==> src/rtl/msg_pack_pkg.sv <==
package msg_pack_pkg;

    typedef enum logic [2:0] {
        ST_IDLE,
        ST_GUARD,
        ST_TAKE,
        ST_EMIT,
        ST_DONE
    } pk_state_e;

    // Source lane for an output position; position 0 is emitted first.
    // The code's digit list names the source lanes of positions 3..0.
    function automatic logic [1:0] src_lane(input logic [1:0] code, input logic [1:0] pos);
        logic [7:0] digits;
        unique case (code)
            2'd0:    digits = 8'b11_10_01_00;
            2'd1:    digits = 8'b00_01_10_11;
            2'd2:    digits = 8'b10_11_01_00;
            default: digits = 8'b01_00_11_10;
        endcase
        return digits[2*pos +: 2];
    endfunction

endpackage

==> src/rtl/msg_lane_reorder.sv <==
module msg_lane_reorder
    import msg_pack_pkg::*;
#(
    parameter int BYTE_W = 8,
    parameter int LANES  = 4
) (
    input  logic [1:0]              code,
    input  logic [BYTE_W*LANES-1:0] din,
    output logic [BYTE_W*LANES-1:0] dout
);
    for (genvar p = 0; p < LANES; p++) begin : g_pos
        logic [1:0] lane;
        assign lane = src_lane(code, 2'(p));
        assign dout[p*BYTE_W +: BYTE_W] = din[int'(lane)*BYTE_W +: BYTE_W];
    end
endmodule

==> src/rtl/msg_len_tracker.sv <==
module msg_len_tracker #(
    parameter int LEN_W  = 64,
    parameter int HALF_W = 32,
    parameter int LANES  = 4,
    localparam int CNT_W = LEN_W - 3,
    localparam int NB_W  = $clog2(LANES + 1)
) (
    input  logic              clk,
    input  logic              rst_n,
    input  logic              hi_we,
    input  logic              lo_we,
    input  logic [HALF_W-1:0] wdata,
    input  logic              load,
    input  logic              take,
    output logic [NB_W-1:0]   take_n,
    output logic              is_final,
    output logic              empty
);
    logic [HALF_W-1:0] hi_q, lo_q;
    logic [CNT_W-1:0]  left_q;
    logic [LEN_W-1:0]  bits_full;

    assign bits_full = {hi_q, lo_q};
    assign take_n    = (left_q >= CNT_W'(LANES)) ? NB_W'(LANES) : left_q[NB_W-1:0];
    assign is_final  = (left_q <= CNT_W'(LANES));
    assign empty     = (left_q == '0);

    always_ff @(posedge clk or negedge rst_n) begin
        if (!rst_n) begin
            hi_q   <= '0;
            lo_q   <= '0;
            left_q <= '0;
        end else begin
            if (hi_we) hi_q <= wdata;
            if (lo_we) lo_q <= wdata;
            if (load)
                left_q <= CNT_W'(bits_full >> 3);
            else if (take)
                left_q <= left_q - CNT_W'(take_n);
        end
    end
endmodule

==> src/rtl/msg_byte_packer.sv <==
module msg_byte_packer
    import msg_pack_pkg::*;
#(
    parameter int GUARD_CYC = 2
) (
    input  logic        clk,
    input  logic        rst_n,
    input  logic        len_hi_we,
    input  logic        len_lo_we,
    input  logic [31:0] len_wdata,
    input  logic        ctl_we,
    input  logic [1:0]  ctl_order,
    input  logic        wr_valid,
    input  logic [31:0] wr_data,
    output logic        wr_ready,
    output logic        out_valid,
    output logic [7:0]  out_data,
    output logic        out_last,
    input  logic        out_ready,
    output logic        ovf_err
);
    localparam int BYTE_W = 8;
    localparam int LANES  = 4;
    localparam int WORD_W = BYTE_W * LANES;
    localparam int NB_W   = $clog2(LANES + 1);
    localparam int GW     = (GUARD_CYC > 2) ? $clog2(GUARD_CYC) : 1;

    pk_state_e         state_q, state_d;
    logic [GW-1:0]     guard_q;
    logic [1:0]        order_q;
    logic [WORD_W-1:0] word_q, word_perm;
    logic [NB_W-1:0]   nbytes_q, idx_q, take_n;
    logic              final_q, err_q;
    logic              is_final, empty, take, accept, drop, end_word;

    msg_lane_reorder #(.BYTE_W(BYTE_W), .LANES(LANES)) u_reorder (
        .code (order_q),
        .din  (wr_data),
        .dout (word_perm)
    );

    msg_len_tracker #(.LEN_W(64), .HALF_W(32), .LANES(LANES)) u_len (
        .clk      (clk),
        .rst_n    (rst_n),
        .hi_we    (len_hi_we),
        .lo_we    (len_lo_we),
        .wdata    (len_wdata),
        .load     (ctl_we),
        .take     (take),
        .take_n   (take_n),
        .is_final (is_final),
        .empty    (empty)
    );

    assign end_word = (idx_q == nbytes_q - NB_W'(1));

    always_ff @(posedge clk or negedge rst_n) begin
        if (!rst_n) state_q <= ST_IDLE;
        else        state_q <= state_d;
    end

    always_comb begin
        state_d   = state_q;
        wr_ready  = 1'b0;
        out_valid = 1'b0;
        take      = 1'b0;
        accept    = 1'b0;
        drop      = 1'b0;
        unique case (state_q)
            ST_IDLE: ;
            ST_GUARD: begin
                if (guard_q == '0) state_d = ST_TAKE;
            end
            ST_TAKE: begin
                wr_ready = 1'b1;
                if (wr_valid) begin
                    if (empty) begin
                        drop    = 1'b1;
                        state_d = ST_DONE;
                    end else begin
                        accept  = 1'b1;
                        take    = 1'b1;
                        state_d = ST_EMIT;
                    end
                end
            end
            ST_EMIT: begin
                out_valid = 1'b1;
                if (out_ready && end_word) state_d = final_q ? ST_DONE : ST_TAKE;
            end
            ST_DONE: begin
                wr_ready = 1'b1;
                drop     = wr_valid;
            end
            default: state_d = ST_IDLE;
        endcase
        if (ctl_we) state_d = ST_GUARD;
    end

    assign out_data = word_q[int'(idx_q)*BYTE_W +: BYTE_W];
    assign out_last = out_valid && final_q && end_word;
    assign ovf_err  = err_q;

    always_ff @(posedge clk or negedge rst_n) begin
        if (!rst_n) begin
            guard_q  <= '0;
            order_q  <= '0;
            word_q   <= '0;
            nbytes_q <= '0;
            idx_q    <= '0;
            final_q  <= 1'b0;
            err_q    <= 1'b0;
        end else if (ctl_we) begin
            order_q <= ctl_order;
            guard_q <= GW'(GUARD_CYC - 2);
            err_q   <= 1'b0;
        end else begin
            if (state_q == ST_GUARD && guard_q != '0) guard_q <= guard_q - GW'(1);
            if (drop) err_q <= 1'b1;
            if (accept) begin
                word_q   <= word_perm;
                nbytes_q <= take_n;
                final_q  <= is_final;
                idx_q    <= '0;
            end else if (state_q == ST_EMIT && out_ready) begin
                idx_q <= idx_q + NB_W'(1);
            end
        end
    end
endmodule

==> config.mk <==
export PLATFORM = sky130hd
export DESIGN_NAME = msg_byte_packer
export DESIGN_NICKNAME = d
export VERILOG_FILES = /design/src/rtl/msg_pack_pkg.sv /design/src/rtl/msg_lane_reorder.sv /design/src/rtl/msg_len_tracker.sv /design/src/rtl/msg_byte_packer.sv
export SDC_FILE = /design/constraint.sdc
export NUM_CORES = 1
export LEC_CHECK = 0
export ABC_AREA = 1
export BUFFER_PORTS_ARGS = -buffer_cell sky130_fd_sc_hd__buf_2
export CAP_MARGIN = 0
export CORE_AREA = 2 2 134 188
export DETAILED_ROUTE_END_ITERATION = 8
export DIE_AREA = 0 0 136 190
export PLACE_DENSITY = 0.71
export SETUP_SLACK_MARGIN = 0.4
export SYNTH_ARGS = -nofsm -noshare
export SYNTH_HDL_FRONTEND = slang
export SYNTH_SLANG_ARGS = --single-unit
==> constraint.sdc <==
create_clock -name clk -period 3.15 [get_ports clk]
set_clock_uncertainty 0.1 [all_clocks]
set_input_delay 0.1575 -clock clk [delete_from_list [all_inputs] [get_ports clk]]
set_output_delay 0.1575 -clock clk [all_outputs]
set_load 0.02 [all_outputs]
* Yosys cells after proc, flatten, opt, wreduce, memory -nomap -nowiden
Cells that the tools add are included.
Cells by class: add/subtract/negate cells 4, $lt $le $gt $ge 2, equality and inequality tests 11, shift-type cells 5, muxes and demuxes 25, bitwise operators 1, reduce and logical (&&, ||, !) cells 17
Operator list (count):
- 32-bit by 6-bit variable part select with 8-bit output | 4
- 61-bit 2-to-1 mux | 2
- 61-bit by 3-bit >= comparator with 1-bit output (second input constant) | 1
- 61-bit by 3-bit <= comparator with 1-bit output (second input constant) | 1
- 61-bit zero test | 1
- 61-bit by 3-bit subtractor with 61-bit output | 1
- 32-bit by 7-bit variable part select with 8-bit output | 1
- 3-bit 2-to-1 mux | 9
- 8-bit case mux with 3 select lines | 1
- 3-bit case mux with 4 select lines | 1
- 1-bit 2-to-1 mux | 11
- 3-bit inequality test (second input constant) | 3
- 2-bit nonzero test | 4
- 3-bit by 2-bit equality test with 1-bit output (second input constant) | 2
- 1-bit logical AND | 5
- 2-bit AND reduction | 2
- 4-bit AND reduction | 1
- 2-bit OR reduction | 2
- 3-bit by 1-bit adder with 3-bit output (second input constant) | 1
- 3-bit by 1-bit equality test with 1-bit output (second input constant) | 1
- 3-bit equality test | 1
- 3-bit equality test (second input constant) | 1
- 3-bit zero test | 1
- 3-bit by 1-bit subtractor with 3-bit output (second input constant) | 1
- other kinds (7) | 7
Storage, ports and cells: flip-flop bits (word level) 171, input port bits 73, output and inout bits 12, logic and storage cells 76

* Longest topological paths before layout
Gate-level depths: netlist of the first run.
depth after elaboration 6, gate-level depth with buffers 17, depth with buffers taken out 17

* By module
Synthesis of the first run repeated with hierarchy kept, for this count alone.
Second synthesis, totals: cell total of the unflattened synthesis 1415, area, all modules 10527.6 sq um
Modules (own cells, without submodules):
- msg_len_tracker | instances 1, cells an instance 797, area each 6879.1 sq um, sequential area each 3052.9 sq um
- msg_byte_packer | instances 1, cells an instance 315, area each 2371.0 sq um, sequential area each 1151.1 sq um
- msg_lane_reorder | instances 1, cells an instance 303, area each 1277.5 sq um, sequential area each 0.0 sq um

* Worst setup path before layout of the first run
No wires, ideal clock.
path type register to register, start reg state_q[2], end reg idx_q[2], setup time 63 ps, arrival time 1904 ps, data required time 2987 ps, setup slack 1083 ps, stages on the path, launching flop included 8, buffers on the path 0, period minus slack after synthesis 2067 ps, cells stage by stage dfrtp_1 nor3_1 nand3_1 inv_1 nand2_1 xor2_1 or2_1 inv_1
Between the ends: longest elaborated chain between the ends 4, elaborated cells between the ends (all ways) 7, classes of those cells eq/ne (2); mux (2); reduce/logical (3)
Ends and longest elaborated chain:
- start: declaration | line msg_byte_packer.sv:28 | pk_state_e state_q, state_d;
- start signal: assignment | line msg_byte_packer.sv:59 | else state_q <= state_d;
- 3-bit by 2-bit equality test with 1-bit output (on tied branches) | line msg_byte_packer.sv:69, msg_byte_packer.sv:125
- 1-bit 2-to-1 mux or 1-bit logical AND (tied branches) | line msg_byte_packer.sv:69, msg_byte_packer.sv:125
- 2-bit nonzero test (no line)
- 2-bit AND reduction (no line)
- end signal: assignment | line msg_byte_packer.sv:126 | idx_q <= idx_q + NB_W'(1);
- end: declaration | line msg_byte_packer.sv:32 | logic [NB_W-1:0] nbytes_q, idx_q, take_n;
Several ways; a longest one is shown, not always the timed one. A chain may end at the register's enable or synchronous reset.

* Final worst setup path of the first run
start reg u_len.left_q[18], end reg u_len.left_q[55]
Between the ends: longest elaborated chain between the ends 5, elaborated cells between the ends (all ways) 10, classes of those cells add/sub (1); order compare (1); mux (6); reduce/logical (2)
Ends and longest elaborated chain:
- start: declaration | line msg_len_tracker.sv:20 | logic [CNT_W-1:0] left_q;
- start signal: assignment | line msg_len_tracker.sv:37 | left_q <= CNT_W'(bits_full >> 3);
- start signal: assignment | line msg_len_tracker.sv:39 | left_q <= left_q - CNT_W'(take_n);
- 61-bit by 3-bit >= comparator with 1-bit output or 61-bit zero test (tied branches) | line msg_len_tracker.sv:24, msg_len_tracker.sv:26
- 3-bit 2-to-1 mux or 1-bit 2-to-1 mux (tied branches) | line msg_len_tracker.sv:24, msg_byte_packer.sv:77
- 61-bit by 3-bit subtractor with 61-bit output or 1-bit 2-to-1 mux (tied branches) | line msg_len_tracker.sv:39, msg_byte_packer.sv:76
- 61-bit 2-to-1 mux or 1-bit 2-to-1 mux (tied branches) | line msg_len_tracker.sv:38, msg_byte_packer.sv:69
- 61-bit 2-to-1 mux or 2-bit nonzero test (tied branches)
Several ways; a longest one is shown, not always the timed one. The select of a mux whose other input is x is not followed.

==> flow_summary_export.csv, run 1 <==
group,metric,value,unit
grt,grt_pass1_wl,47900,µm
worst_setup_path,cp_max_fo,4,
cells_and_area,multiInputGateArea,4940,µm²
clock_tree,cts_buffer_depth,2,
hold_path,worstHoldPathType,"primary input to flop",
cells_and_area,stdcell_count,1868,
logic_synthesis,syn_inst,1410,
die,core,24300,µm²
worst_setup_path,end_kind,"flop",
cells_and_area,fin_util,0.501,
logic_synthesis,ys.warnings.count,0,
place,place_inst,1770,
routing,dr.pass1.iters,5,
die,start_util,0.421,
clock_tree,cts_tree,"built",
routing,vias,9569,
power,powerDensity,559,nW/µm²
die,die-area,25800,µm²
logic_synthesis,synth_cell_types,41,
sta,final_max_slew_viol_count,0,
power,ir_drop,0.386,mV
sta,rsz0062_at_grt,"no",
die,die_y,190,µm
worst_setup_path,worst-endpoint-required,3.43,ns
grt,grt_max_degree,69,
worst_setup_path,crit_type,"flop to flop",
die,num_rows,68,
clock_tree,clkLatencyLatePin,0.45,ns
cells_and_area,n_fill_cell,2375,
cells_and_area,mostFrequentLayoutCell,"nand2_1",
cells_and_area,drive_gt1_frac,0.141,
sta,fmax,0.389,GHz
run,maxCapViolCount,0,
clock_tree,clock_sinks,168,
sta,setup_viol,0,
sta,slew_headroom,0.386,
grt,grt_pass1_vias,9323,
cells_and_area,final_nets,1620,
clock_tree,htree_levels,4,
logic_synthesis,synthesis.nets,1490,
sta,tns,0,ns
place,dpl.hpwl,21500,µm
power,cellLeakagePower,5.97,nW
cells_and_area,final_cell_mix,"nand2_1, inv_1, dfrtp_1",
sta,fin_crit_sh,0.817,
logic_synthesis,synth.avg_cell_area,7.26,µm²
routing,viasPerCell,5.12,
routing,ant_nets,0,
logic_synthesis,synth_edf_count,0,
sta,min_period,2.57,ns
clock_tree,cts.clk_slew.worst_paths,0.07,ns
grt,track_usage,0.239,
cells_and_area,num_antenna_cells,0,
clock_tree,numCtsBuffers,17,
clock_tree,cts-root-buf,"clkbuf_16",
logic_synthesis,seq_area_frac_synth,0.410,
routing,totalWireLength,29600,µm
cells_and_area,area_delta_synth_final,19.0,%
logic_synthesis,netlist_area,10200,µm²
worst_setup_path,crit_arrival,2.85,ns
logic_synthesis,yosys_most_used_dff,"dfrtp_1",
grt,antenna_found_initial,0,
grt,overflow,0,
run_status,outcome,"complete, no violations",
sta,finalHoldViolations,0,
routing,wl_per_cell,15.9,µm
logic_synthesis,async_reset_ff_frac,1.00,
routing,drt_iter0_markers,624,
logic_synthesis,synth_seq_cells,168,
cells_and_area,seqCellArea,4200,µm²
place,io_buffers,84,
worst_setup_path,critPathLaunchType,"flop",
routing,drc_errors,0,
sta,tightest_slew,0.920,ns
place,place_congestion,0.951,
die,die_width,136,µm
die,pin_count,85,
## power breakdown
group	internal, mW	switching [mW]	leakage, nW	total [mW]
Sequential	2.55	0.257	2.05	2.80
Combinational	0.726	1.23	3.65	1.96
Clock	1.11	0.949	0.275	2.06
## cell usage after synthesis (14+ instances only)
master / number / area, µm²
nand2_1: 375 / 1410
inv_1: 215 / 807
dfrtp_1: 168 / 4200
o21ai_0: 141 / 706
nor2_1: 110 / 413
nand3_1: 73 / 365
a21oi_1: 43 / 215
clkbuf_1: 36 / 135
o22ai_1: 30 / 188
xor2_1: 29 / 254
mux2_2: 28 / 315
o211ai_1: 26 / 195
nor2_2: 16 / 100
nand4_1: 14 / 87.6
## layout make-up
class	count	area share
repair buffers	168	0.102
clock inverters	14	0.0119
clock buffers	18	0.0352
well taps	315	0.0323
multi-input cells	964	0.405
inverters	221	0.0682
flip-flops and latches	168	0.345
## cell families (layout without fill, tap and decap cells)
family	count (synthesis)	count (layout)	share of synthesized area
and+or+nand+nor	630	631	0.263
DFF	168	168	0.410
adders and majority gates	7	7	0.00855
other	1	1	0.000366
muxes	28	28	0.0308
buffers and inverters	279	421	0.110
xor gates and xnor gates	36	36	0.0308
AOI/OAI and AO/OA	261	261	0.146
## path summary, 6_finish.rpt
kind / slack [ns] / endpoint / cells after the start / start
max in group asynchronous: 1.99 / word_q[28] / 3 / rst_n
hold / removal: 0.01 / word_q[6] / 5 / wr_data[6]
hold reg to reg: 0.36 / word_q[28] / 2 / word_q[28]
setup / recovery: 0.58 / u_len.left_q[55] / 10 / u_len.left_q[18]
min in group asynchronous: 0.21 / u_len.hi_q[24] / 2 / rst_n
setup reg to reg: 0.58 / u_len.left_q[55] / 10 / u_len.left_q[18]
## sequential cells by signal (all words and copies together), names as in the netlist
name,flops
guard_q,1
u_len.hi_q,32
word_q,32
nbytes_q,3
order_q,2
u_len.left_q,61
ovf_err,1
final_q,1
idx_q,3
state_q,3
u_len.lo_q,29
## stage by stage
| step | cell area (µm²) | hold WS, ns | total power, mW | setup WS (ns) |
|---|---|---|---|---|
| after floorplan | 10200 | -0.238 | 4.11 | 1.08 |
| after CTS | 12200 | 0.000779 | 6.85 | 0.490 |
| after detailed placement | 10900 | 0.125 | 4.70 | 0.335 |
| after global placement | 10900 | 0.125 | 4.67 | 0.370 |
| final | 12200 | 0.0136 | 6.82 | 0.578 |
| after global routing | 12200 | 0.0369 | 7.25 | 0.409 |
## critical path: stages (launching register included)
cell and delay (ns):
dfrtp_1 0.42, nor2_1 0.17, nand2_1 0.07, nor2_1 0.29, nand3_1 0.23, nor2_1 0.25
nand4_1 0.28, nor3_1 0.36, xor2_1 0.18, nand2_1 0.07, nand2_1 0.07
## per-layer routing
metal | up-vias | routed length [µm] | global-route usage
met4 | 0 | 1150 | 0.105
li1 | 4767 | - | -
met3 | 64 | 893 | 0.0352
met2 | 236 | 15200 | 0.426
met5 | - | 0 | 0
met1 | 4502 | 12400 | 0.282
## timing repair
action	CTS	global route
cloned	1	0
endpoints found under the hold margin	151	0
resized for setup	0	7
setup buffers	0	2
pin swaps	1	1
setup endpoints to repair	33	65
hold buffers	63	0
Power figures use the tool's default switching activity.
==> run 2: changes to the inputs <==
- PLACE_DENSITY: 0.71 -> 0.73
- clock period: 3.15 -> 2.2 ns (I/O delays scaled with it)
==> flow_summary_export.csv, run 2 (synthesis gave the netlist of run 1 again) <==
group,metric,value,unit
sta,finalHoldViolations,0,
routing,wl_per_cell,17.7,µm
place,place_congestion,1.02,
cells_and_area,final_nets,1786,
hold_path,worstHoldPathType,"primary input to flop",
die,start_util,0.421,
clock_tree,htree_levels,4,
run,maxCapViolCount,0,
grt,grt_pass1_vias,10400,
run_status,violations,"negative setup slack",
worst_setup_path,timing.rr.start,"u_len.left_q[27]",
sta,setup_slack,-0.125,ns
routing,drt_iter0_markers,734,
sta,min_period,2.32,ns
cells_and_area,final_cell_mix,"nand2_1, inv_1, dfrtp_1",
worst_setup_path,setup.worst_path.end,"u_len.left_q[43]",
grt,grt_pass1_wl,53000,µm
worst_setup_path,cp_max_fo,24,
cells_and_area,mostFrequentLayoutCell,"nand2_1",
cells_and_area,num_antenna_cells,0,
worst_setup_path,critPathLaunchType,"flop",
power,powerDensity,761,nW/µm²
clock_tree,numCtsBuffers,17,
sta,slew_headroom,0.478,
clock_tree,clkLatencyLatePin,0.45,ns
cells_and_area,n_fill_cell,2044,
worst_setup_path,worst-endpoint-required,2.40,ns
worst_setup_path,crit_type,"flop to flop",
die,die_y,190,µm
routing,ant_nets,0,
grt,track_usage,0.263,
cells_and_area,fin_util,0.615,
power,ir_drop,0.656,mV
routing,drc_errors,0,
cells_and_area,area_delta_synth_final,46.1,%
worst_setup_path,end_kind,"flop",
cells_and_area,top_regs,"u_len.left_q x61, u_len.hi_q x32, word_q x32",
clock_tree,cts_buffer_depth,2,
worst_setup_path,reg2reg_to,"u_len.left_q[43]",
clock_tree,cts-root-buf,"clkbuf_16",
die,num_rows,68,
die,die-area,25800,µm²
cells_and_area,largest_reg_flops,61,
worst_setup_path,rr_worst_depth,11,
sta,fmax,0.430,GHz
run_status,outcome,"finished with violations",
worst_setup_path,rrSetupSlack,-0.12,ns
sta,fin_crit_sh,1.06,
die,pin_count,85,
grt,grt_max_degree,65,
sta,rsz0062_at_grt,"yes",
clock_tree,cts_tree,"built",
die,die_width,136,µm
die,core,24300,µm²
grt,overflow,0,
sta,tightest_slew,0.784,ns
place,dpl.hpwl,23100,µm
routing,dr.pass1.iters,5,
place,io_buffers,84,
sta,setup_viol,89,
grt,antenna_found_initial,0,
clock_tree,cts.clk_slew.worst_paths,0.07,ns
routing,totalWireLength,35900,µm
sta,final_max_slew_viol_count,0,
place,pre_cts_ws,-0.230,ns
power,cellLeakagePower,7.15,nW
worst_setup_path,crit_start,"u_len.left_q[27]",
worst_setup_path,crit_arrival,2.52,ns
routing,vias,10700,
cells_and_area,regMostFlops,"u_len.left_q",
routing,viasPerCell,5.26,
cells_and_area,drive_gt1_frac,0.345,
clock_tree,clock_sinks,168,
==> run 2: worst min-delay path by stage <==
stage	start	endpoint	slack, ns	depth (start not counted)
floorplan	rst_n	final_q	-0.29	0
global placement	rst_n	u_len.hi_q[25]	-0.04	1
detailed placement	rst_n	u_len.hi_q[25]	-0.04	1
CTS	wr_valid	ovf_err	0.009	4
global route	wr_valid	ovf_err	0.05	4
finish	wr_valid	ovf_err	0.01	4
==> run 2: cell type report <==
type / instances / area [µm²] / share of cell area
tap: 315 / 394 / 0.0263
inverter: 221 / 845 / 0.0564
multi-input combinational: 964 / 5960 / 0.399
timing repair buffer: 334 / 2930 / 0.195
clock inverter: 9 / 139 / 0.00928
clock buffer: 23 / 478 / 0.0319
sequential: 168 / 4220 / 0.282
==> run 2: power by group <==
group	leakage (nW)	switching, mW	internal [mW]
Combinational	4.82	2.33	1.78
Sequential	2.03	0.419	3.66
Clock	0.290	1.31	1.88
Total	7.15	4.06	7.32
==> run 2: routing by layer <==
metal	GRT usage	up-vias	wire length (µm)	share of wire
met5	0	-	0	0
met4	0.139	0	2040	0.057
met3	0.0357	129	1680	0.047
met2	0.466	401	18500	0.52
met1	0.306	5087	13700	0.38
li1	-	5084	-	-
==> run 2: stage by stage <==
step	hold slack [ns]	power (mW)	area (µm²)	std cells	setup TNS (ns)
6_report	0.0110	11.4	15000	2034	-5.33
3_5_place_dp	-0.0402	7.03	11700	1859	-14.25
4_1_cts	0.00900	10.5	13700	1991	0
3_3_place_gp	-0.0389	6.95	11700	1859	-14.22
2_1_floorplan	-0.286	5.89	10300	1410	0
5_1_grt	0.0465	11.9	15000	2034	-11.04
==> run 2: critical path, cell delays in order, from the launching register on <==
cell      delay [ns]
dfrtp_2         0.45
nor2_2          0.15
nand2_2         0.13
nor2_4          0.16
nand2_4         0.07
nor4_4          0.34
nand2_4         0.11
nand3_4         0.13
nor2_4          0.11
buf_12          0.18
nand2_1         0.11
o211ai_1        0.11
==> run 2: timing repair <==
action,in CTS,in global routing
buffers inserted,16,37
endpoints found under the hold margin,265,1
cloned,4,10
pin swaps,15,71
hold buffers,80,1
setup endpoints to repair,114,119
gates resized for setup,86,260
==> run 3: changes to the inputs <==
- CORE_AREA: 2 2 134 188 -> 2 2 117 164
- CTS_BUF_LIST: unset -> sky130_fd_sc_hd__clkbuf_8
- DIE_AREA: 0 0 136 190 -> 0 0 119 166
- PLACE_DENSITY: 0.73 -> 0.89
==> flow_summary_export.csv, run 3 (synthesis gave the netlist of run 1 again) <==
group,metric,value,unit
run_status,outcome,"finished with violations",
run_status,violations,"negative setup slack",
worst_setup_path,crit_slowest_cell,"dfrtp_1",
cells_and_area,final_cell_mix,"nand2_1, inv_1, dfrtp_1",
sta,tns,-6.08,ns
clock_tree,cts_tree,"built",
grt,overflow,0,
die,die-area,19800,µm²
clock_tree,cts.clk_slew.worst_paths,0.10,ns
sta,fmax,0.408,GHz
cells_and_area,n_fill_cell,1007,
routing,drt_iter0_markers,1310,
grt,grt_max_degree,65,
cells_and_area,area_delta_synth_final,44.0,%
cells_and_area,largest_reg_flops,61,
grt,track_usage,0.353,
worst_setup_path,worstPathCellList,"nor2_2, nand2_1, nor2_2, nand2_1, nor2_2, nand2_4, nand2_8, a21oi_2, nand2_1, o21ai_0, nand2_1, nand2_1, nand2_1",
power,combPwrFrac,0.412,
worst_setup_path,crit_arrival,2.74,ns
sta,setup_slack,-0.249,ns
die,pin_count,85,
place,place_congestion,0.997,
sta,setup_viol,95,
sta,rsz0062_at_grt,"yes",
place,dpl.hpwl,22900,µm
worst_setup_path,rr_worst_depth,13,
clock_tree,cts-root-buf,"clkbuf_8",
hold_path,worstHoldPathType,"primary input to asynchronous set/reset pin",
routing,totalWireLength,40100,µm
sta,fin_crit_sh,1.11,
routing,drc_errors,0,
run,maxCapViolCount,0,
sta,final_max_slew_viol_count,0,
power,seqPwrFrac,0.371,
place,io_buffers,84,
routing,ant_nets,0,
cells_and_area,regMostFlops,"u_len.left_q",
clock_tree,clkLatencyLatePin,0.50,ns
power,total_power,11.2,mW
power,switchingPower,4.42,mW
die,die_y,166,µm
worst_setup_path,worst-endpoint-required,2.49,ns
cells_and_area,mostFrequentLayoutCell,"nand2_1",
worst_setup_path,critPathLaunchType,"flop",
worst_setup_path,rrSetupSlack,-0.25,ns
grt,grt_pass1_wl,55200,µm
worst_setup_path,crit_family,"simple AND/OR/NAND/NOR gates",
die,die_width,119,µm
routing,wl_per_cell,20.4,µm
clock_tree,htree_levels,4,
grt,antenna_found_initial,0,
sta,finalHoldViolations,0,
power,clock_power_share,0.217,
clock_tree,clock_sinks,168,
worst_setup_path,crit_top_cell,"nand2_1",
place,pre_cts_ws,-0.173,ns
clock_tree,cts_buffer_depth,2,
power,powerDensity,756,nW/µm²
sta,min_period,2.45,ns
cells_and_area,drive_gt1_frac,0.358,
power,switching_share,0.397,
routing,vias,11800,
routing,viasPerCell,6.02,
place,place_inst,1781,
power,ir_drop,0.558,mV
power,power.internal,6.73,mW
worst_setup_path,timing.rr.start,"u_len.left_q[14]",
sta,slew_headroom,0.455,
power,cellLeakagePower,7.11,nW
worst_setup_path,crit_buf_inv,0,
worst_setup_path,max_stage_delay,0.51,ns
die,start_util,0.557,
cells_and_area,multiInputGateArea,6040,µm²
cells_and_area,stdcell_count,1964,
worst_setup_path,cp_max_fo,6,
clock_tree,numCtsBuffers,17,
worst_setup_path,end_kind,"flop",
routing,dr.pass1.iters,9,
sta,tightest_slew,0.818,ns
grt,grt_pass1_vias,11000,
die,num_rows,59,
cells_and_area,num_antenna_cells,0,
cells_and_area,seqCellArea,4230,µm²
worst_setup_path,reg2reg_to,"u_len.left_q[42]",
sta,fin_hold_ws,0.0563,ns
cells_and_area,final_nets,1787,
die,core,18400,µm²
worst_setup_path,crit_type,"flop to flop",
cells_and_area,top_regs,"u_len.left_q x61, u_len.hi_q x32, word_q x32",
==> run 3: layer usage <==
layer	GRT usage	part of all wire	up-vias
li1	-	-	5108
met1	0.409	0.34	5553
met2	0.604	0.49	879
met3	0.0498	0.087	279
met4	0.234	0.084	0
met5	0	0	-
==> run 3: timing repair <==
action	in CTS	in global routing
gates cloned	5	7
endpoints found under the hold margin	224	0
buffers inserted	29	35
hold buffers	75	0
setup endpoints to repair	114	115
pin swaps	33	67
gates resized for setup	129	233
==> run 3: cell type report <==
type | instances | area share
sequential | 168 | 0.287
inverter | 221 | 0.0574
clock buffer | 19 | 0.0177
tap | 244 | 0.0207
clock inverter | 13 | 0.0108
timing repair buffer | 333 | 0.197
multi-input combinational | 966 | 0.410
==> run 3: per-stage QoR <==
step / cell area, µm² / util
CTS: 13500 / 0.736
detailed placement: 11600 / 0.633
floorplan: 10300 / -
finish: 14700 / 0.802
global placement: 11600 / 0.633
global route: 14700 / 0.802
==> run 3: how the worst max path moves through the flow <==
stage | start | end | slack (ns) | depth (start not counted)
3_5_place_dp | u_len.left_q[37] | u_len.left_q[57] | -0.17 | 12
2_1_floorplan | u_len.left_q[47] | u_len.left_q[42] | 0.34 | 12
5_1_grt | u_len.left_q[8] | u_len.left_q[15] | -0.33 | 12
6_report | u_len.left_q[14] | u_len.left_q[42] | -0.25 | 13
4_1_cts | u_len.left_q[36] | u_len.left_q[45] | 0.04 | 12
3_3_place_gp | u_len.left_q[37] | u_len.left_q[48] | -0.16 | 12
==> run 3: power groups by stage <==
stage	Clock [mW]	Sequential, mW	Combinational (mW)
finish	2.42	4.14	4.59
global route	2.52	4.16	4.88
CTS	2.40	4.01	3.52
detailed placement	0	4.05	2.98
global placement	0	4.03	2.88
floorplan	0	3.95	1.94
==> run 3: worst reg2reg max path, cell delays in order (launching register included) <==
cell and delay (ns):
dfrtp_1 0.51, nor2_2 0.10, nand2_1 0.11, nor2_2 0.04
nand2_1 0.09, nor2_2 0.05, nand2_4 0.14, nand2_8 0.10
a21oi_2 0.31, nand2_1 0.19, o21ai_0 0.35, nand2_1 0.10
nand2_1 0.09, nand2_1 0.06
